File: config.mk
export PLATFORM = sky130hd
export DESIGN_NAME = ddr2_wr_seq
export DESIGN_NICKNAME = d
export VERILOG_FILES = /design/src/rtl/ddr2_wr_pkg.sv /design/src/rtl/ddr2_wr_sched.sv /design/src/rtl/ddr2_wr_ctrl.sv /design/src/rtl/ddr2_wr_beats.sv /design/src/rtl/ddr2_wr_seq.sv
export SDC_FILE = /design/constraint.sdc
export NUM_CORES = 1
export LEC_CHECK = 0
export ABC_AREA = 1
export BUFFER_PORTS_ARGS = -buffer_cell sky130_fd_sc_hd__buf_2
export CORE_ASPECT_RATIO = 1.2
export CORE_MARGIN = 8
export CORE_UTILIZATION = 50
export DETAILED_ROUTE_END_ITERATION = 6
export PLACE_DENSITY_LB_ADDON = 0.05
export SKIP_CTS_REPAIR_TIMING = 1
export SYNTH_ARGS = -nofsm -noshare
export SYNTH_HDL_FRONTEND = slang
export SYNTH_SLANG_ARGS = --single-unit
export TNS_END_PERCENT = 5
File: constraint.sdc
create_clock -name clk -period 8.8 [get_ports clk]
set_input_delay 0.44 -clock clk [delete_from_list [all_inputs] [get_ports clk]]
set_output_delay 0.44 -clock clk [all_outputs]
set_load 0.01 [all_outputs]
File: src/rtl/ddr2_wr_pkg.sv
// Shared types for the DDR2 write burst sequencer.
// Assumes: command codes are decoded by a downstream PHY/pin stage.
package ddr2_wr_pkg;

    typedef enum logic [2:0] {
        CMD_NOP  = 3'b000,
        CMD_ACT  = 3'b001,
        CMD_WR   = 3'b010,
        CMD_PRE  = 3'b011
    } cmd_e;

    // Event cycles of one access, counted from the ACTIVE cycle (cycle 0).
    typedef struct packed {
        logic [5:0] t_wr;   // WRITE command cycle
        logic [5:0] t_d0;   // first data cycle
        logic [5:0] t_dl;   // last data cycle
        logic [5:0] t_pre;  // PRECHARGE cycle
    } sched_t;

    localparam int unsigned SCHED_CNT_W = 6;

endpackage

File: src/rtl/ddr2_wr_sched.sv
// Computes the event cycles of one access from the timing fields.
// Assumes: CFG_W <= 3 so every event fits the 6-bit cycle count.
module ddr2_wr_sched
    import ddr2_wr_pkg::*;
#(
    parameter int unsigned CFG_W  = 3,
    parameter int unsigned BL_MAX = 8
) (
    input  logic [CFG_W-1:0] cfg_al,
    input  logic [CFG_W-1:0] cfg_cl,
    input  logic [CFG_W-1:0] cfg_trcd,
    input  logic [CFG_W-1:0] cfg_wr,
    input  logic             cfg_bl8,
    output sched_t           sched
);
    localparam int unsigned CW       = SCHED_CNT_W;
    localparam int unsigned NC_LONG  = BL_MAX / 2;
    localparam int unsigned NC_SHORT = BL_MAX / 4;

    logic [CW-1:0] al, cl, trcd, wr_eff, gap, wl, ncyc, latsum;

    // Derive the WRITE slot, write latency, burst span and recovery.
    always_comb begin
        al     = CW'(cfg_al);
        cl     = CW'(cfg_cl);
        trcd   = CW'(cfg_trcd);
        latsum = al + cl;
        gap    = (trcd > al) ? (trcd - al) : CW'(1);
        wl     = (latsum >= CW'(2)) ? (latsum - CW'(1)) : CW'(1);
        ncyc   = cfg_bl8 ? CW'(NC_LONG) : CW'(NC_SHORT);
        wr_eff = (cfg_wr == '0) ? CW'(1) : CW'(cfg_wr);
        sched.t_wr  = gap;
        sched.t_d0  = gap + wl;
        sched.t_dl  = gap + wl + ncyc - CW'(1);
        sched.t_pre = gap + wl + ncyc + wr_eff;
    end

endmodule

File: src/rtl/ddr2_wr_ctrl.sv
// Access control: accepts a request, runs the cycle counter and issues
// ACTIVE / WRITE / PRECHARGE at the scheduled cycles, NOP otherwise.
// Assumes: the schedule satisfies 0 < t_wr < t_pre.
module ddr2_wr_ctrl
    import ddr2_wr_pkg::*;
#(
    parameter int unsigned BANK_W = 3,
    parameter int unsigned ROW_W  = 14,
    parameter int unsigned COL_W  = 10,
    parameter int unsigned ADDR_W = 14
) (
    input  logic                    clk,
    input  logic                    rst_n,
    input  logic                    req_valid,
    input  logic [BANK_W-1:0]       req_bank,
    input  logic [ROW_W-1:0]        req_row,
    input  logic [COL_W-1:0]        req_col,
    input  sched_t                  sched_in,
    output logic                    accept,
    output logic                    busy,
    output logic [SCHED_CNT_W-1:0]  cnt,
    output sched_t                  sched_q,
    output logic [2:0]              cmd_code,
    output logic [BANK_W-1:0]       cmd_bank,
    output logic [ADDR_W-1:0]       cmd_addr
);
    logic [BANK_W-1:0] bank_q;
    logic [ROW_W-1:0]  row_q;
    logic [COL_W-1:0]  col_q;
    cmd_e              cmd;

    assign accept = req_valid && !busy;

    // Capture the request and count cycles until PRECHARGE has gone out.
    always_ff @(posedge clk) begin
        if (!rst_n) begin
            busy    <= 1'b0;
            cnt     <= '0;
            sched_q <= '0;
            bank_q  <= '0;
            row_q   <= '0;
            col_q   <= '0;
        end else if (accept) begin
            busy    <= 1'b1;
            cnt     <= '0;
            sched_q <= sched_in;
            bank_q  <= req_bank;
            row_q   <= req_row;
            col_q   <= req_col;
        end else if (busy) begin
            if (cnt == sched_q.t_pre) busy <= 1'b0;
            else                      cnt  <= cnt + 1'b1;
        end
    end

    // Decode the current cycle into a command and its address fields.
    always_comb begin
        cmd      = CMD_NOP;
        cmd_addr = '0;
        if (busy) begin
            if (cnt == '0) begin
                cmd      = CMD_ACT;
                cmd_addr = ADDR_W'(row_q);
            end else if (cnt == sched_q.t_wr) begin
                cmd      = CMD_WR;
                cmd_addr = ADDR_W'(col_q);
            end else if (cnt == sched_q.t_pre) begin
                cmd      = CMD_PRE;
            end
        end
        cmd_code = cmd;
        cmd_bank = (cmd == CMD_NOP) ? '0 : bank_q;
    end

endmodule

File: src/rtl/ddr2_wr_beats.sv
// Data path: holds the burst, drives one rising/falling beat pair per
// data cycle, and frames the strobe enable with preamble and postamble.
// Assumes: t_d0 >= 1 and t_dl - t_d0 < BL_MAX/2.
module ddr2_wr_beats
    import ddr2_wr_pkg::*;
#(
    parameter int unsigned DQ_W   = 16,
    parameter int unsigned BL_MAX = 8
) (
    input  logic                    clk,
    input  logic                    rst_n,
    input  logic                    accept,
    input  logic [BL_MAX*DQ_W-1:0]  req_data,
    input  logic                    busy,
    input  logic [SCHED_CNT_W-1:0]  cnt,
    input  logic [SCHED_CNT_W-1:0]  t_d0,
    input  logic [SCHED_CNT_W-1:0]  t_dl,
    output logic                    dq_oe,
    output logic                    dqs_oe,
    output logic [DQ_W-1:0]         dq_rise,
    output logic [DQ_W-1:0]         dq_fall
);
    localparam int unsigned PAIRS  = BL_MAX / 2;
    localparam int unsigned PAIR_W = (PAIRS > 1) ? $clog2(PAIRS) : 1;

    logic [DQ_W-1:0]   beat_in   [BL_MAX];
    logic [DQ_W-1:0]   rise_q    [PAIRS];
    logic [DQ_W-1:0]   fall_q    [PAIRS];
    logic [PAIR_W-1:0] pair;

    for (genvar g = 0; g < BL_MAX; g++) begin : g_split
        assign beat_in[g] = req_data[g*DQ_W +: DQ_W];
    end

    // Latch the beats in rising/falling pairs when a request is accepted.
    for (genvar p = 0; p < PAIRS; p++) begin : g_pair
        always_ff @(posedge clk) begin
            if (!rst_n) begin
                rise_q[p] <= '0;
                fall_q[p] <= '0;
            end else if (accept) begin
                rise_q[p] <= beat_in[2*p];
                fall_q[p] <= beat_in[2*p+1];
            end
        end
    end

    // Open the data and strobe windows and select the current beat pair.
    always_comb begin
        dq_oe   = busy && (cnt >= t_d0) && (cnt <= t_dl);
        dqs_oe  = busy && ((cnt + 1'b1) >= t_d0) && (cnt <= (t_dl + 1'b1));
        pair    = PAIR_W'(cnt - t_d0);
        dq_rise = dq_oe ? rise_q[pair] : '0;
        dq_fall = dq_oe ? fall_q[pair] : '0;
    end

endmodule

File: src/rtl/ddr2_wr_seq.sv
// Top of the DDR2 write burst sequencer: one ACTIVE, posted WRITE,
// double-rate burst and write-recovery-gated PRECHARGE per request.
// Assumes: one access at a time; fields sampled at acceptance.
module ddr2_wr_seq
    import ddr2_wr_pkg::*;
#(
    parameter int unsigned BANK_W = 3,
    parameter int unsigned ROW_W  = 14,
    parameter int unsigned COL_W  = 10,
    parameter int unsigned DQ_W   = 16,
    parameter int unsigned BL_MAX = 8,
    parameter int unsigned CFG_W  = 3,
    localparam int unsigned ADDR_W = (ROW_W > COL_W) ? ROW_W : COL_W
) (
    input  logic                    clk,
    input  logic                    rst_n,
    input  logic                    req_valid,
    input  logic [BANK_W-1:0]       req_bank,
    input  logic [ROW_W-1:0]        req_row,
    input  logic [COL_W-1:0]        req_col,
    input  logic [BL_MAX*DQ_W-1:0]  req_data,
    input  logic [CFG_W-1:0]        cfg_al,
    input  logic [CFG_W-1:0]        cfg_cl,
    input  logic [CFG_W-1:0]        cfg_trcd,
    input  logic [CFG_W-1:0]        cfg_wr,
    input  logic                    cfg_bl8,
    output logic                    busy,
    output logic [2:0]              cmd_code,
    output logic [BANK_W-1:0]       cmd_bank,
    output logic [ADDR_W-1:0]       cmd_addr,
    output logic                    dq_oe,
    output logic                    dqs_oe,
    output logic [DQ_W-1:0]         dq_rise,
    output logic [DQ_W-1:0]         dq_fall
);
    sched_t                  sched_in, sched_q;
    logic                    accept;
    logic [SCHED_CNT_W-1:0]  cnt;

    ddr2_wr_sched #(.CFG_W(CFG_W), .BL_MAX(BL_MAX)) i_sched (
        .cfg_al(cfg_al), .cfg_cl(cfg_cl), .cfg_trcd(cfg_trcd),
        .cfg_wr(cfg_wr), .cfg_bl8(cfg_bl8), .sched(sched_in)
    );

    ddr2_wr_ctrl #(.BANK_W(BANK_W), .ROW_W(ROW_W), .COL_W(COL_W),
                   .ADDR_W(ADDR_W)) i_ctrl (
        .clk(clk), .rst_n(rst_n), .req_valid(req_valid),
        .req_bank(req_bank), .req_row(req_row), .req_col(req_col),
        .sched_in(sched_in), .accept(accept), .busy(busy), .cnt(cnt),
        .sched_q(sched_q), .cmd_code(cmd_code), .cmd_bank(cmd_bank),
        .cmd_addr(cmd_addr)
    );

    ddr2_wr_beats #(.DQ_W(DQ_W), .BL_MAX(BL_MAX)) i_beats (
        .clk(clk), .rst_n(rst_n), .accept(accept), .req_data(req_data),
        .busy(busy), .cnt(cnt), .t_d0(sched_q.t_d0), .t_dl(sched_q.t_dl),
        .dq_oe(dq_oe), .dqs_oe(dqs_oe), .dq_rise(dq_rise),
        .dq_fall(dq_fall)
    );

endmodule

==> results of run 1 <==
sequential cells by signal, summed over array words and instances (netlist names):
register / cells
i_beats.fall_q: 64
i_beats.rise_q: 64
i_ctrl.bank_q: 3
i_ctrl.busy: 1
i_ctrl.cnt: 6
i_ctrl.col_q: 10
i_ctrl.row_q: 14
i_ctrl.sched_q: 22
worst max-delay path, stage by stage:
cell and delay (ns):
buf_2 0.11, ha_1 0.20, inv_1 0.07, fa_1 0.46
inv_1 0.09, ha_1 0.20, nor2_1 0.09, inv_1 0.07
nand2_1 0.05, ha_1 0.22, fa_1 0.42, xor2_1 0.22
inv_1 0.10, fa_1 0.57, inv_1 0.07, ha_1 0.33
nand3_1 0.08, and2_0 0.17, inv_1 0.07, nand2_2 0.07
nor2_4 0.10, nand3_1 0.08, nand3_1 0.09, nand2_1 0.05
metrics by stage:
stage	instance area [um2]	power (mW)	instances
floorplan	9980	2.26	1149
global placement	11200	2.60	1584
detailed placement	11200	2.63	1584
CTS	11800	3.39	1616
global route	11800	3.61	1616
finish	11800	3.35	1616
layer usage:
metal	vias up	global-route usage (%)	routed length, um
li1	4099	-	-
met3	34	4.52	1310
met1	3678	23.3	10400
met5	-	0	0
met4	0	7.88	548
met2	212	34.6	12300
area by class of cell:
type | count | area [um2] | share of cell area, %
Clock buffer | 17 | 425 | 3.61
Clock inverter | 15 | 155 | 1.32
Inverter | 226 | 856 | 7.27
Multi-Input combinational cell | 682 | 3880 | 32.9
Sequential cell | 184 | 4960 | 42.1
Tap cell | 261 | 327 | 2.77
Timing Repair Buffer | 231 | 1170 | 9.96
layout by cell type, fill, tap and decap left out, types with 2 or more instances in the layout:
cell | synthesis | layout
a211oi_1 | 12 | 12
a21o_1 | 3 | 3
a21oi_1 | 64 | 64
a22o_1 | 14 | 14
a31oi_1 | 2 | 2
a32o_1 | 32 | 32
buf_2 | 27 | 224
buf_4 | 2 | 7
clkbuf_16 | 0 | 17
clkinv_4 | 0 | 2
dfxtp_1 | 56 | 56
edfxtp_1 | 128 | 128
fa_1 | 7 | 6
ha_1 | 46 | 45
inv_1 | 219 | 217
inv_2 | 7 | 7
inv_6 | 0 | 5
inv_8 | 0 | 5
nand2_1 | 172 | 172
nand2_2 | 9 | 9
nand3_1 | 35 | 35
nand3_2 | 3 | 3
nor2_1 | 167 | 166
nor2_2 | 29 | 30
nor2_4 | 2 | 2
nor3_1 | 8 | 8
nor4_2 | 2 | 2
o21ai_0 | 33 | 33
o21ai_1 | 7 | 7
o21bai_1 | 5 | 5
o22ai_1 | 10 | 10
xnor2_1 | 2 | 2
xor2_1 | 8 | 8
report_power, final:
part / leakage, nW / switching [mW] / internal, mW
sequential: 1.85 / 0.0699 / 1.09
clock: 0.282 / 0.357 / 0.403
combinational: 3.64 / 0.924 / 0.511
how the worst max path moves through the flow:
stage / startpoint / end / slack (ns) / depth (start not counted)
after global placement: cfg_al[0] / i_ctrl.sched_q[5]$_SDFFE_PN0P_ / 4.35 / 24
after global routing: cfg_al[0] / i_ctrl.sched_q[5]$_SDFFE_PN0P_ / 4.34 / 24
final: cfg_al[0] / i_ctrl.sched_q[5]$_SDFFE_PN0P_ / 4.71 / 24
after floorplan: cfg_al[0] / i_ctrl.sched_q[5]$_SDFFE_PN0P_ / 4.66 / 23
after detailed placement: cfg_al[0] / i_ctrl.sched_q[5]$_SDFFE_PN0P_ / 4.26 / 24
after CTS: cfg_al[0] / i_ctrl.sched_q[5]$_SDFFE_PN0P_ / 4.71 / 24
kinds of logic (layout without fill, tap and decap cells):
| logic type | count (synthesis) | in the layout | synth area share, % |
|---|---|---|---|
| buffers and inverters | 283 | 489 | 11.4 |
| adder cells (fa/ha/maj) | 53 | 53 | 7.17 |
| flip-flops | 184 | 184 | 49.8 |
| AO/OA/AOI/OAI | 186 | 186 | 12.3 |
| other | 1 | 1 | 0.0376 |
| AND/OR/NAND/NOR | 432 | 432 | 18.4 |
| XOR/XNOR | 10 | 10 | 0.878 |
==> results summary, run 1 <==
The flow ran to the end, and the final reports show no timing, DRC or antenna violations. The count of buffers added on input and output ports is 224. The vertical extent of the die is 171 um. The number of top-level pins came out at 226. STA classifies the critical path startpoint as a primary input. Dividing the detail-routed via count by the number of cells gives 4.96.

The count of final max-slew check failures is 0. The die footprint is 24700 um2. The worst-case headroom to the max-slew limit came out at 41.6%. Along the worst hold path, the cell count comes to 3. The peak supply drop is 0.174 mV. Clock-pin slew was measured on the worst setup and hold paths at 0.08 ns. Among all cell types in the netlist, the one instantiated most often is inv_1. Once detail routing completed, the nets flagged for antenna violations numbered 0.

The minimum setup slack after placement came out at 4.26 ns. The longest clock path from root to sink contains 2 buffers. The overall global routing resource usage is 19.8%. Counting the buffers created by CTS gives 17. Ranked by instance count, the synthesized netlist is headed by inv_1, nand2_1, nor2_1. Dividing the detail-routed wire length by the instance count gives 15.2 um. The clock sink total came out at 184. STA classifies the critical path endpoint as a flop. Hold is met by 0.201 ns. The HPWL after detailed placement is 17000 um. The count of flip-flops with a built-in enable after synthesis came out at 128.

In this run the cell area of the synthesized design comes to 9980 um2. The worst path meets setup with 4.71 ns of slack. After layout, the minimum clock period comes to 4.09 ns. The worst register-to-register path ends at i_beats.fall_q[0][13]$_SDFFCE_PN0P_. The flip-flop and latch count after synthesis is 184.

The area share of the largest cell type after synthesis is 38.5%. The type of the setup path with the least slack is in -> reg. For this run, the leading register cell type out of synthesis is edfxtp_1. The sequential fraction of the synthesis area is 49.8%. The number of global-route vias before repair is 8117. The number of warnings printed during yosys synthesis is 0.

The post-route setup TNS is 0 ns. TritonCTS built the clock tree. The cell area power density came out at 285 nW/um2. The number of remaining DRC errors is 0. The count of mapped cells out of synthesis is 1149.

The final cell utilization of the core came out at 60.3%. The worst-case reg-to-reg path depth is 6. The number of fill cells is 1834. The number of nets handed over by synthesis was 1373. The data arrival at the endpoint of the critical path came out at 4.41 ns. Setup repair after global routing left no endpoint under its margin. The final number of hold-violating endpoints was 0. The initial utilization of the core area, before any placement, comes to 51.0%. The final critical-path share of the clock period is 46.4%. By area the synthesized netlist is led by edfxtp_1, dfxtp_1, inv_1, nand2_1, nor2_1.

The final layout net count is 1566. The detailed router's first-iteration violation count is 412. For the pin with the worst max-slew slack, the measured transition is 0.876 ns.

The initial antenna violation count was 0. The congestion estimate from routability-driven global placement came to 0.808. The start point of the worst hold path is req_row[11]. The growth of design area from synthesis to finish came out at 18.1%.

The worst setup slack for register-to-register paths is 5.96 ns. Setup violations remaining at the end of the flow were counted as 0. For this design the static power due to leakage is 5.77 nW. The synthesized area divided by synthesized cell count came out at 8.68 um2.

The count of different cell masters after synthesis is 43. The async set-reset flop share out of synthesis is 0%. The detailed router placed 8023 vias in this run. The total overflow left after global routing is 0. edfxtp_1 takes more of the synthesized area than any other cell.

The path class of the tightest hold or removal check is in -> reg. The clock latency on the worst-skew pair is 0.43 ns. The startpoint identified for the worst register-to-register timing path is i_ctrl.busy$_SDFF_PN0_. The clock skew is 0.0104 ns. The floorplan step defined a core boundary enclosing 19500 um2. The first-pass iteration count of the detailed router is 5. The proportion of layout cells with a drive suffix above 1 is 23.7%.

The maximum number of pins on one net before global-route repair is 104. Row generation in the floorplan step produced 56 rows. The level count of the clock H-tree came out at 4. The first-pass GRT wire length is 39700 um. The fmax is 245 MHz. The critical path required time is 9.13 ns. Along the worst path, the maximum fanout reaches 4.

The buffer type at the clock tree root is clkbuf_16. The number of max-capacitance violations reported is 0. The aggregate routed wire length is 24600 um. The number of antenna diodes in the final layout is 0. The path with the worst hold slack has its endpoint at i_ctrl.row_q[11]$_SDFFE_PN0P_. The die width came out at 145 um.
Note: power is estimated with default switching activity, not from simulation.
==> run 2, diff against run 1 <==
- clock period: 8.8 -> 3.4 ns (I/O delays scaled with it)
==> run 2 against run 1 <==
Cell count rose by 4.6%. Critical path type unchanged. Wire length increased by 3.3%. The run now ends with negative setup slack left. Critical endpoint unchanged. Setup slack worse by 4.7 ns. Highest routed layer unchanged. Register-to-register slack worse by 4.7 ns.
==> results summary, run 2 (same netlist as run 1, synthesis figures left out) <==
The placed instance area was 11600 um2 (+3.6%). The first-pass GRT wire length came out at 40600 um (+2.2%). The clock latency on the worst-skew pair is 0.43 ns (about the same). The combined flip-flop and latch cell area came out at 4960 um2 (unchanged). The final number of hold-violating endpoints came to 0 (unchanged). The number of top-level pins came to 226 (unchanged). The vertical extent of the die came out at 171 um (unchanged). The kind of path behind the tightest hold check is in -> reg. The buffer type at the clock tree root is clkbuf_16. The number of CTS-inserted buffers came out at 17 (unchanged). The number of remaining DRC errors came out at 0 (unchanged). The area of combinational cells with multiple inputs came out at 4000 um2 (+3.2%). The first-pass iteration count of the detailed router is 5 (unchanged). Setup repair after global routing could not meet its margin everywhere. The startpoint identified for the worst register-to-register timing path is i_ctrl.busy$_SDFF_PN0_.

The detail-routed via count per cell is 4.97 (+0.11%). The final layout net count is 1641 (+4.8%). The maximum number of pins on one net before global-route repair is 66 (-37%). The number of cells on the worst hold path is 3 (unchanged). The initial antenna violation count is 0 (unchanged).

The number of max-capacitance violations reported came to 0 (unchanged). The worst-path maximum fanout is 4 (unchanged). The total buffers and inverters traversed by the critical path came out at 8 (+1). The final antenna-violating net count came out at 0 (unchanged). The detailed placer's ending HPWL was 18000 um (+5.5%). The die footprint was 24700 um2 (unchanged). The core footprint is 19500 um2 (unchanged).

The average wire per standard cell is 15.0 um (-1.2%). The data arrival at the endpoint of the critical path is 3.74 ns (-0.67 ns). The worst-case headroom to the max-slew limit came out at 57.6% (+16 points).

The routability congestion estimate from global placement is 0.840 (+4.0%). The overall global routing resource usage came out at 20.1% (+0.35 points). The count of buffers inserted at the top-level ports is 224 (unchanged). The hold-critical path endpoint is i_beats.fall_q[3][7]$_SDFFCE_PN0P_. Counting I/O delays and the setup requirement, the final critical path takes 3.41 ns. The start point of the worst hold path is req_data[119]. The final instance area came out at 12600 um2 (+7.1%). The final worst slack was -0.0125 ns (-4.73 ns). Leaving out fill and tap cells, the most frequent cell in the layout is buf_2. The delay contributed by the slowest stage of the critical path is 0.57 ns (about the same). The maximum clock path buffer count is 2 (unchanged). The aggregate routed wire length came out at 25400 um (+3.3%). The critical path goes through buf_2 -> inv_2 -> ha_4 -> inv_2 -> fa_2 -> fa_2 -> nand2_2 -> inv_2 -> nand2_2 -> inv_2 -> fa_1 -> ha_2 -> inv_2 -> fa_1 -> inv_2 -> ha_4 -> nand3_2 -> and2_4 -> inv_2 -> nand2_4 -> nor2_4 -> nand3_2 -> nand3_2 -> nand2_1. The antenna diode count came out at 0 (unchanged). The post-route worst hold slack is 0.0346 ns (-0.167 ns).

The cell area power density is 729 nW/um2 (+160%). The top cell types in the final layout, fill and taps aside, are buf_2, inv_1, nand2_1, nor2_1, edfxtp_1. The worst setup slack for register-to-register paths came to 1.24 ns (-4.72 ns). The worst setup path is captured at a flop. The number of global-route vias before repair is 8277 (+2.0%). The proportion of layout cells with a drive suffix above 1 came out at 28.0% (+4.3 points). The register clock-pin slew on the reported worst setup and hold paths came out at 0.07 ns (about the same). The worst-case reg-to-reg path depth came out at 6 (unchanged). The count of final max-slew check failures came to 0 (unchanged). The level count of the clock H-tree came to 4 (unchanged). Compared with the post-synthesis result, the final layout area differs by 26.4%. The number of fill cells is 1672 (-8.8%). By startpoint and endpoint, the worst setup path is classified as in -> reg.

The routed via count came out at 8405 (+4.8%). The critical path required time came out at 3.73 ns (-5.40 ns). The static leakage power came out at 6.14 nW (+6.4%). The kind of start point of the critical path is a primary input. In this design, the largest share of critical-path delay is due to adder cells.

The most common cell type on the critical path is inv_2. The clock skew came out at 0.00946 ns (-0.000981 ns). The checks that failed: negative setup slack. The peak supply drop came out at 0.473 mV (+170%). The overall power consumption came out at 9.19 mW (+170%).

The transition time of the tightest slew-check pin came to 0.636 ns (-0.240 ns). The die width is 145 um (unchanged). The flow ran to the end, but the final reports show violations.

The slowest stage of the critical path is the fa_1 cell. The initial cell density of the core came to 51.0% (unchanged). The CTS tree is built. The total grt overflow came out at 0 (unchanged).

The clock sink total is 184 (unchanged). The fmax is 293 MHz. The largest registers in the layout are i_beats.fall_q: 64 flops, i_beats.rise_q: 64 flops, i_ctrl.sched_q: 22 flops.

The count of standard-cell rows is 56 (unchanged). The worst register-to-register path ends at i_beats.rise_q[2][8]$_SDFFCE_PN0P_. The final cell utilization of the core came out at 64.5% (+4.3 points). The setup-violating endpoint count in the final report came out at 1 (+1). The detailed router's first-iteration violation count is 467 (+13%). The final critical-path share of the clock period came out at 100%.
-- run 2: changes by cell type in the layout (fill, tap and decap cells not counted), sizes merged --
cell	previous run	this run
buf	231	278
clkinv	3	2
bufinv	1	0
dlygate4sd3	0	28
clkbuf	17	20
inv	235	234
-- run 2: where the power goes --
part / internal (mW) / switching [mW] / total, mW / leakage (nW)
clock network: 1.00 / 0.888 / 1.89 / 0.272
logic: 1.72 / 2.59 / 4.31 / 4.02
registers: 2.82 / 0.165 / 2.98 / 1.85
total: 5.54 / 3.65 / 9.19 / 6.14
-- run 2: area by class of cell --
class	instances	share of cell area, %
Clock inverter	12	0.833
Clock buffer	20	3.63
Tap cell	261	2.59
Inverter	226	6.79
Timing Repair Buffer	306	15.1
Multi-Input combinational cell	682	31.7
Sequential cell	184	39.4
-- run 2: worst max-delay path by stage --
stage | start | end | slack [ns] | cells after the start
global placement | cfg_al[0] | i_ctrl.sched_q[5]$_SDFFE_PN0P_ | -0.52 | 25
global route | cfg_al[0] | i_ctrl.sched_q[5]$_SDFFE_PN0P_ | -0.17 | 26
finish | cfg_trcd[0] | i_ctrl.sched_q[5]$_SDFFE_PN0P_ | -0.01 | 24
floorplan | cfg_al[0] | i_ctrl.sched_q[5]$_SDFFE_PN0P_ | -0.35 | 23
CTS | cfg_al[0] | i_ctrl.sched_q[5]$_SDFFE_PN0P_ | -0.18 | 24
detailed placement | cfg_al[0] | i_ctrl.sched_q[5]$_SDFFE_PN0P_ | -0.63 | 24
-- run 2: per-stage QoR --
stage          TNS, ns  cells  worst slack (ns)
6_report       -0.0125   1691           -0.0125
5_1_grt         -0.426   1691            -0.168
4_1_cts         -0.527   1655            -0.181
3_5_place_dp     -3.16   1623            -0.630
3_3_place_gp     -2.28   1623            -0.519
2_1_floorplan   -0.892   1149            -0.345
-- run 2: metal layers --
layer / part of all wire, % / GRT usage (%) / vias up / routed length (um)
met3: 4.8 / 4.36 / 30 / 1220
met4: 1.6 / 6.18 / 0 / 401
met2: 51 / 35.8 / 214 / 13100
met5: 0 / 0 / - / 0
li1: - / - / 4254 / -
met1: 42 / 24.0 / 3907 / 10700
-- run 2: tightest hold or removal path: cells and delay by family --
| kind | cells | cell delay (ns) |
|---|---|---|
| and+or+nand+nor | 1 | 0.08 |
| buffers and inverters | 2 | 0.10 |
==> run 3, diff against run 2 <==
- CORE_ASPECT_RATIO: 1.2 -> unset
==> run 3 against run 2 <==
The flow finishes with violations (negative hold slack, negative setup slack). Wire length is 1.6% lower. Design area is essentially flat. Clock-buffer cell count shrank 2. Core utilization barely moved. Critical path depth unchanged. Hold slack worse by 0.037 ns. Power fell by 1.0%. Sequential share of layout area barely moved. Global-route usage is 0.36 points lower. Clock skew increased by 0.0012 ns. Combinational power shrank 3%. Largest cell class unchanged. Highest routed layer unchanged.
==> results summary, run 3 (same netlist as run 1, synthesis figures left out) <==
The run finished, with violations left. The final reports fail on negative hold slack, negative setup slack. The minimum setup slack after placement came out at -0.647 ns (-0.0175 ns). The number of top-level pins came out at 226 (unchanged). The setup path with the least slack is of type in -> reg. The vertical extent of the die is 157 um (-7.9%). The cell area power density came out at 722 nW/um2 (-0.95%). Among all stages on the critical path, the largest delay is contributed by fa_1.

The critical path endpoint category is a flop. The count of final max-slew check failures came out at 0 (unchanged). The die footprint came to 24700 um2 (about the same). The routed via count came to 8349 (-0.67%).

The transition time of the tightest slew-check pin came out at 0.713 ns (+0.0776 ns). The worst-path maximum fanout is 4 (unchanged). The detail-routed via count per cell is 4.93 (-0.78%).

The initial antenna violation count was 0 (unchanged). The maximum number of pins on one net before global-route repair came out at 65 (-1.5%). The total grt overflow came to 0 (unchanged). The clock latency on the worst-skew pair is 0.43 ns (about the same).

The number of max-capacitance violations reported was 0 (unchanged). The core footprint is 19500 um2 (-0.12%). The clock period minus final worst setup slack is 3.46 ns (+0.0441 ns). By instance count, the cell type seen most on the critical path is inv_2. The number of remaining DRC errors is 0 (unchanged). The placed instance area is 11600 um2 (about the same). The number of global-route vias before repair came out at 7894 (-4.6%). The peak supply drop came out at 0.519 mV (+9.7%). The initial cell density of the core is 51.1% (+0.059 points). The first-pass iteration count of the detailed router came out at 5 (unchanged). The register clock-pin slew on the reported worst setup and hold paths came out at 0.07 ns (about the same). The final layout net count came out at 1639 (-0.12%). The clock sink total is 184 (unchanged).

The maximum clock path buffer count is 2 (unchanged). In this run the worst hold path is classified as in -> reg. The worst-case headroom to the max-slew limit came to 52.4% (-5.2 points). In the final layout, the registers with the most flip-flops are i_beats.fall_q: 64 flops, i_beats.rise_q: 64 flops, i_ctrl.sched_q: 22 flops.

The clock skew is 0.0107 ns (+0.00122 ns). The routability congestion estimate from global placement came to 0.822 (-2.2%). The data arrival at the endpoint of the critical path was 3.78 ns (+0.04 ns).

The delay contributed by the slowest stage of the critical path is 0.52 ns (-0.05 ns). The die width came to 157 um (+8.5%). The final antenna-violating net count is 0 (unchanged).

The count of buffers inserted at the top-level ports came out at 224 (unchanged). The detailed placer's ending HPWL came out at 17500 um (-2.5%). CTS placed an instance of clkbuf_16 at the clock tree root. The count of standard-cell rows came out at 51 (-8.9%).

The setup-violating endpoint count in the final report came out at 1 (unchanged). The final instance area came out at 12600 um2 (about the same). The growth of design area from synthesis to finish came out at 26.3% (about the same). The library cell used most frequently in the layout, excluding fill and tap cells, is buf_2. The final number of hold-violating endpoints came out at 1 (+1). The static leakage power came to 6.12 nW (-0.28%). Setup repair after global routing could not meet its margin everywhere. The final worst slack came out at -0.0566 ns (-0.0441 ns).

The critical path required time came out at 3.72 ns (about the same). The post-route worst hold slack was -0.00194 ns (-0.0365 ns). The overall global routing resource usage is 19.8% (-0.36 points). The number of CTS-inserted buffers came out at 17 (unchanged). The aggregate routed wire length is 25000 um (-1.6%). The final critical-path share of the clock period is 102% (+1.3 points). Traced cell by cell, the critical path runs through buf_8 -> ha_4 -> inv_2 -> fa_2 -> inv_2 -> ha_4 -> nor2_4 -> inv_2 -> nand2_2 -> ha_4 -> fa_1 -> ha_2 -> inv_2 -> fa_1 -> inv_2 -> ha_4 -> nand3_2 -> and2_4 -> inv_2 -> nand2_2 -> nor2_4 -> nand3_2 -> nand3_2 -> nand2_1. The average wire per standard cell came out at 14.7 um (-1.7%). The kind of start point of the critical path is a primary input.

The first-pass GRT wire length is 39000 um (-3.9%). TritonCTS built the clock tree. The antenna diode count came out at 0 (unchanged).

The proportion of layout cells with a drive suffix above 1 is 27.8% (-0.17 points). The level count of the clock H-tree is 4 (unchanged). In the layout the commonest cells are buf_2, inv_1, nand2_1, nor2_1, edfxtp_1. The fmax came to 289 MHz (-1.3%). The detailed router's first-iteration violation count is 534 (+14%).
run 3: power breakdown:
part           switching (mW)  internal (mW)  total (mW)
clock network           0.894           1.03        1.93
logic                    2.51           1.67        4.17
registers               0.177           2.82        2.99
run 3: critical path: cells and delay by family:
family	cells	cell delay (ns)
AND/OR/NAND/NOR	9	0.73
buffers and inverters	7	0.44
adder cells (fa/ha/maj)	8	2.43
run 3: path summary, 6_finish.rpt:
check,from,endpoint,slack [ns],cells after the start
max,cfg_al[0],i_ctrl.sched_q[5]$_SDFFE_PN0P_,-0.06,24
min,rst_n,i_ctrl.sched_q[12]$_SDFFE_PN0P_,-0.002,2
max reg2reg,i_ctrl.busy$_SDFF_PN0_,i_beats.fall_q[2][1]$_SDFFCE_PN0P_,1.25,6
min reg2reg,i_ctrl.sched_q[11]$_SDFFE_PN0P_,i_ctrl.sched_q[11]$_SDFFE_PN0P_,0.46,2
run 3: final cells by class:
class                           instances  area (um2)
Clock inverter                         14         140
Tap cell                              265         332
Clock buffer                           18         429
Inverter                              226         861
Timing Repair Buffer                  304        1880
Fill cell                            1687        6930
Multi-Input combinational cell        682        3990
Sequential cell                       184        4960
run 3: per-stage QoR:
stage                     instances  TNS (ns)  hold slack [ns]  power, mW  utilization (%)
final                          1693   -0.0566         -0.00194       9.09             64.5
after global routing           1693    -0.331          0.00436       9.77             64.5
after CTS                      1659    -0.324          -0.0799       9.02             62.3
after detailed placement       1627     -2.99            0.374       7.09             59.4
after global placement         1627     -2.36            0.368       7.05             59.4
after floorplan                1149    -0.892            0.283       5.88                -
run 3: layer usage:
metal  track usage, %  up-vias  share of wire, %
met5                0        -                 0
met4             5.76        0               1.5
met3             4.36       24               6.5
met2             33.7      207                50
met1             24.7     3873                42
li1                 -     4245                 -
